## config.mk

```make
export PLATFORM = sky130hd
export DESIGN_NAME = bytewide_sync_sram
export DESIGN_NICKNAME = d
export VERILOG_FILES = /design/src/rtl/sbs_pkg.sv /design/src/rtl/sbs_ctrl.sv /design/src/rtl/sbs_datapath.sv /design/src/rtl/bytewide_sync_sram.sv
export SDC_FILE = /design/constraint.sdc
export NUM_CORES = 2
export LEC_CHECK = 0
export BUFFER_PORTS_ARGS = -buffer_cell sky130_fd_sc_hd__buf_4
export CAP_MARGIN = 15
export CORE_ASPECT_RATIO = 1.25
export CORE_MARGIN = 3
export CORE_UTILIZATION = 47
export DETAILED_ROUTE_END_ITERATION = 16
export SYNTH_ARGS = -nofsm -noshare
export SYNTH_HDL_FRONTEND = slang
export SYNTH_SLANG_ARGS = --single-unit
```

## constraint.sdc

```tcl
create_clock -name clk -period 3.8 [get_ports clk]
set_input_delay 0.57 -clock clk [delete_from_list [all_inputs] [get_ports clk]]
set_output_delay 0.57 -clock clk [all_outputs]
set_load 0.02 [all_outputs]
```

## src/rtl/sbs_pkg.sv

```systemverilog
package sbs_pkg;
  // Strobes from control to datapath
  typedef struct packed {
    logic memWe;   // write the lanes in laneMask at this edge
    logic takeRd;  // capture the read address at this edge
    logic useFlow; // present the array word directly
  } sbsStb_t;
endpackage

```

## src/rtl/sbs_ctrl.sv

```systemverilog
module sbs_ctrl
  import sbs_pkg::*;
#(
  parameter int NBYTES = 4
) (
  input  logic              clk,
  input  logic              rstN,
  input  logic              flowThru,
  input  logic              ceAN,
  input  logic              ceB,
  input  logic              ceCN,
  input  logic              wrAllN,
  input  logic              wrByteN,
  input  logic [NBYTES-1:0] laneN,
  input  logic              oeN,
  input  logic              sleep,
  output sbsStb_t           stb,
  output logic [NBYTES-1:0] laneMask,
  output logic              doutEn
);
  logic selected, anyLane, wrCmd, rdCmd;
  logic s1Read, s2Read, stageRead;

  assign selected = !ceAN && ceB && !ceCN && !sleep;
  assign anyLane  = |(~laneN);
  assign wrCmd    = selected && (!wrAllN || (!wrByteN && anyLane));
  assign rdCmd    = selected && !wrCmd;

  always_comb begin
    if (!wrAllN)       laneMask = '1;
    else if (!wrByteN) laneMask = ~laneN;
    else               laneMask = '0;
  end

  // A deselect or write moves through the same stages as a read.
  always_ff @(posedge clk or negedge rstN) begin
    if (!rstN) begin
      s1Read <= 1'b0;
      s2Read <= 1'b0;
    end else begin
      s1Read <= rdCmd;
      s2Read <= s1Read;
    end
  end

  assign stageRead = flowThru ? s1Read : s2Read;
  assign doutEn    = stageRead && !oeN && !sleep;

  assign stb.memWe   = wrCmd;
  assign stb.takeRd  = rdCmd;
  assign stb.useFlow = flowThru;

  // a pipelined drive needs a read two edges back
  p_pipe_lat_r2: assert property (@(posedge clk) disable iff (!rstN)
    (!flowThru && doutEn) |-> $past(rdCmd, 2));

  // a flow-through drive needs a read one edge back
  p_flow_lat_r3: assert property (@(posedge clk) disable iff (!rstN)
    (flowThru && doutEn) |-> $past(rdCmd));

  // sleep blocks every write strobe
  p_sleep_nowr_r10: assert property (@(posedge clk) disable iff (!rstN)
    sleep |-> !stb.memWe);
endmodule

```

## src/rtl/sbs_datapath.sv

```systemverilog
module sbs_datapath
  import sbs_pkg::*;
#(
  parameter int ADDR_W = 6,
  parameter int NBYTES = 4,
  parameter int BYTE_W = 8
) (
  input  logic                     clk,
  input  logic                     rstN,
  input  sbsStb_t                  stb,
  input  logic [NBYTES-1:0]        laneMask,
  input  logic [ADDR_W-1:0]        addr,
  input  logic [NBYTES*BYTE_W-1:0] din,
  output logic [NBYTES*BYTE_W-1:0] rawOut
);
  localparam int DEPTH  = 1 << ADDR_W;
  localparam int WORD_W = NBYTES * BYTE_W;

  logic [ADDR_W-1:0] rdAddr;
  logic [WORD_W-1:0] flowWord, pipeWord;

  always_ff @(posedge clk or negedge rstN) begin
    if (!rstN)           rdAddr <= '0;
    else if (stb.takeRd) rdAddr <= addr;
  end

  // one storage array per byte lane, each with its own write gate
  for (genvar g = 0; g < NBYTES; g++) begin : g_lane
    logic [BYTE_W-1:0] store [DEPTH];
    always_ff @(posedge clk) begin
      if (stb.memWe && laneMask[g]) store[addr] <= din[g*BYTE_W +: BYTE_W];
    end
    assign flowWord[g*BYTE_W +: BYTE_W] = store[rdAddr];
  end

  always_ff @(posedge clk or negedge rstN) begin
    if (!rstN) pipeWord <= '0;
    else       pipeWord <= flowWord;
  end

  assign rawOut = stb.useFlow ? flowWord : pipeWord;

  // a write strobe always carries at least one lane
  p_we_lanes_r4: assert property (@(posedge clk) disable iff (!rstN)
    stb.memWe |-> (laneMask != '0));
endmodule

```

## src/rtl/bytewide_sync_sram.sv

```systemverilog
module bytewide_sync_sram
  import sbs_pkg::*;
#(
  parameter int ADDR_W = 6,
  parameter int NBYTES = 4,
  parameter int BYTE_W = 8
) (
  input  logic                     clk,
  input  logic                     rstN,
  input  logic                     flowThru,
  input  logic                     ceAN,
  input  logic                     ceB,
  input  logic                     ceCN,
  input  logic                     wrAllN,
  input  logic                     wrByteN,
  input  logic [NBYTES-1:0]        laneN,
  input  logic                     oeN,
  input  logic                     sleep,
  input  logic [ADDR_W-1:0]        addr,
  input  logic [NBYTES*BYTE_W-1:0] din,
  output logic [NBYTES*BYTE_W-1:0] dout,
  output logic                     doutEn
);
  sbsStb_t                  stb;
  logic [NBYTES-1:0]        laneMask;
  logic [NBYTES*BYTE_W-1:0] rawOut;

  sbs_ctrl #(.NBYTES(NBYTES)) u_ctrl (
    .clk(clk), .rstN(rstN), .flowThru(flowThru),
    .ceAN(ceAN), .ceB(ceB), .ceCN(ceCN),
    .wrAllN(wrAllN), .wrByteN(wrByteN), .laneN(laneN),
    .oeN(oeN), .sleep(sleep),
    .stb(stb), .laneMask(laneMask), .doutEn(doutEn)
  );

  sbs_datapath #(.ADDR_W(ADDR_W), .NBYTES(NBYTES), .BYTE_W(BYTE_W)) u_dp (
    .clk(clk), .rstN(rstN), .stb(stb), .laneMask(laneMask),
    .addr(addr), .din(din), .rawOut(rawOut)
  );

  assign dout = doutEn ? rawOut : '0;
endmodule

```

==> flow_summary.ini <==
[cells_and_area]
post_route_cells_drive_above_1_share_pct = 26.8
nets = 5376
final-instance-count-excl-fill = 7834
areaGrowthSynthToFinish_pct = 21.6
fillerInstances = 13013

[pwr]
share_comb_of_total_power_pct = 19.5
power_uw = 55100
peakVddDrop_v = 0.000595
sw_share_pct = 26.3
clkPwrFrac_pct = 34.0
leakage_uw = 0.0325
netSwitchingPower_uw = 14500
seqPwrFrac_pct = 46.4
p_int_uw = 40600
powerDensity_nw_per_um2 = 551

[clock_network]
post_cts_clock_slew_at_the_launch_and_capture_registers_of_the_worst_setup_and_hold_paths_ns = 0.07
tritoncts = yes
clkSinkCount = 2088
cts_buffer_depth = 3
cts-buffers-inserted = 193
cts.root.buffer_cell = clkbuf_16
cts.htree.levels = 4
worstSkewPairLatency_ns = 0.85

[global_route]
number_of_antenna_violations_at_the_first_check_in_global_routing = 18
grt_overflow_total = 0
grt_start_max_net_pins = 65
global_route_wire_length_before_repair_um = 348000
gr-usage-all-layers_pct = 27.4
via_count_of_the_first_global_routing_pass = 45474

[sta]
finClkSkew_ns = 0.0274
fin_setup_tns_ns = -9.66
grt_setup_unrepaired = true
slew_viol_final = 0
final_clock_period_utilization_by_the_worst_path_pct = 114
worst_slew_margin_rel_pct = 19.1
setup_viol = 32
timing_worst_slew_pin_value_ns = 1.21
post-route-min-period_ns = 4.33
fin_hold_ws_ns = 0.0735
fmax_mhz = 231
hold_viol_final = 0
final.setup.worst_slack_ns = -0.526

[routing]
postRouteAntennaNets = 0
drt_first_pass_iters = 7
top_signal_layer_used = met5
wl_met3_um = 21900
route.layer.met1.wl_um = 95600
via_per_inst = 6.05
routed-wl-met2_um = 123000
drc = 0
dr_total_vias = 47392
wire_per_inst_um = 32.5
postRouteWirelength_um = 255000
detail_route.iter0.violations = 5840

[synthesis]
synth_fp_nets = 4718
synth-async-reset-ratio_pct = 1.92
postSynthRegisterBits = 2088
commonest_register_cell_after_synthesis = edfxtp_1
synth_warnings = 0
synth.cell_area_sq_um = 82300
synthDistinctLibCells = 56
netlist_top_cells_count = edfxtp_1, mux2i_1, nor2_1, nand2_1, a22oi_1
share_of_the_synthesized_area_in_the_top_cell_type_pct = 74.7
synth_cells = 4666
synth_area_leaders = edfxtp_1, mux2i_1, mux4_2, a22oi_1, nor2_1
synthDominantAreaCellType = edfxtp_1
synth_edf_count = 2048
syn_area_per_cell_sq_um = 17.6
post-synth-top-count-cell = edfxtp_1
proportion_of_synthesized_chip_area_in_sequential_cells_pct = 76.0

[worst_setup_path]
setup.worst_path.start = u_dp.rdAddr[0]
r2r_setup_slack_ns = 1.09
criticalPathCategory = flip-flop to primary output
crit-reg2reg-launch = u_dp.rdAddr[0]
critPathLaunchType = flip-flop
worstPathCellList = buf_12, buf_16, buf_4, buf_16, mux2i_1, a22oi_1, nand4_1, a31oi_4, a31o_1, buf_6
worst-endpoint-required_ns = 3.23
crit_path_max_fanout = 14
cp-end-kind = primary output
worst-endpoint-arrival_ns = 3.76
worst_path_max_delay_cell = dfrtp_4
slowest_delay_ns = 0.53
critical_path.most_common_cell = buf_16

[flow_run]
max_cap_violations = 0

[min_path]
worstHoldStart = addr[3]
hold_class = input port to flip-flop

[floorplan]
ioPinCount = 85
dieWidth_um = 380
die_height_um = 474
initial_core_util_pct = 47.3
row_count = 171
dieArea_sq_um = 180000
core_area_sq_um = 174000

[outcome]
violations = setup timing
run_status = finished with violations

[placed_design]
place_congestion = 0.905
port_buffers = 84
post-dp-hpwl_um = 154000
post-place-cells = 7191
==> final timing paths <==
check | cells past startpoint | endpoint
max | 10 | dout[22]
min | 3 | u_dp.rdAddr[3]
max reg2reg | 8 | u_dp.pipeWord[22]
min reg2reg | 0 | u_ctrl.s2Read
max in group asynchronous | 2 | u_dp.rdAddr[2]
min in group asynchronous | 2 | u_dp.pipeWord[26]
==> worst max-delay path: cells and delay by family (launching register included) <==
family | cells | cell delay [ns]
and+or+nand+nor | 1 | 0.48
muxes | 1 | 0.13
AOI/OAI and AO/OA | 3 | 0.94
buffers and inverters | 5 | 0.80
DFF | 1 | 0.53
==> placed cells by master, fill, tap and decap left out, types with 60 or more instances in the layout <==
cell type | Yosys | final
a22oi_1 | 193 | 134
a22oi_2 | 1 | 60
buf_4 | 65 | 516
buf_6 | 35 | 81
clkbuf_16 | 0 | 218
edfxtp_1 | 2048 | 2048
mux2i_1 | 819 | 763
mux4_2 | 97 | 97
nand2_1 | 218 | 208
nand4_1 | 61 | 61
nor2_1 | 377 | 351
o22ai_1 | 138 | 106
==> timing repair <==
| item | in CTS | in global routing |
|---|---|---|
| hold buffers | 5 | 0 |
| cloned | 36 | 22 |
| buffers inserted | 89 | 139 |
| pin swaps | 138 | 173 |
| endpoints found under the setup margin | 32 | 32 |
| gates resized for setup | 361 | 254 |
| endpoints found under the hold margin | 44 | 0 |
==> registers in the layout, summed over array words and instances (netlist names) <==
signal,cells
u_ctrl.s1Read,1
u_ctrl.s2Read,1
u_dp.g_lane.store,2048
u_dp.pipeWord,32
u_dp.rdAddr,6
==> final cells by class <==
type,instances,area (sq um),share of cell area (%)
well taps,2335,2920,2.92
diodes,19,47.5,0.0475
clock buffers,252,5180,5.18
multi-input cells,2288,20200,20.2
flip-flops and latches,2088,62500,62.5
clock inverters,99,843,0.843
inverters,4,16.3,0.0163
repair buffers,749,8320,8.32
==> layer usage <==
layer  up-vias  GRT usage [%]
li1      19865              -
met2      2364           44.7
met5         -              0
met1     24612           35.4
met3       539           5.85
met4        12           12.7
==> power by group through the flow <==
stage	registers [uW]	clock network, uW	logic, uW
final	25600	18700	10800
after floorplan	26000	0	4540
after detailed placement	26100	0	7820
after global placement	26100	0	7780
after global routing	25600	19900	11100
after CTS	25600	18900	9620
==> per-stage QoR <==
| step | util (%) | area, sq um | setup slack [ns] |
|---|---|---|---|
| after floorplan | - | 82300 | 0.974 |
| after global placement | 50.5 | 87800 | -0.0606 |
| after detailed placement | 50.5 | 87800 | -0.0412 |
| after CTS | 56.0 | 97300 | -0.424 |
| after global routing | 57.5 | 100000 | -0.498 |
| final | 57.5 | 100000 | -0.526 |
==> cell families after synthesis <==
kind of cell | Yosys count | synth area share (%)
flops | 2088 | 76.0
mux | 938 | 12.9
simple gates | 879 | 4.98
compound gates | 471 | 4.10
buf+inv | 290 | 2.03
(Power assumes the default switching activity.)
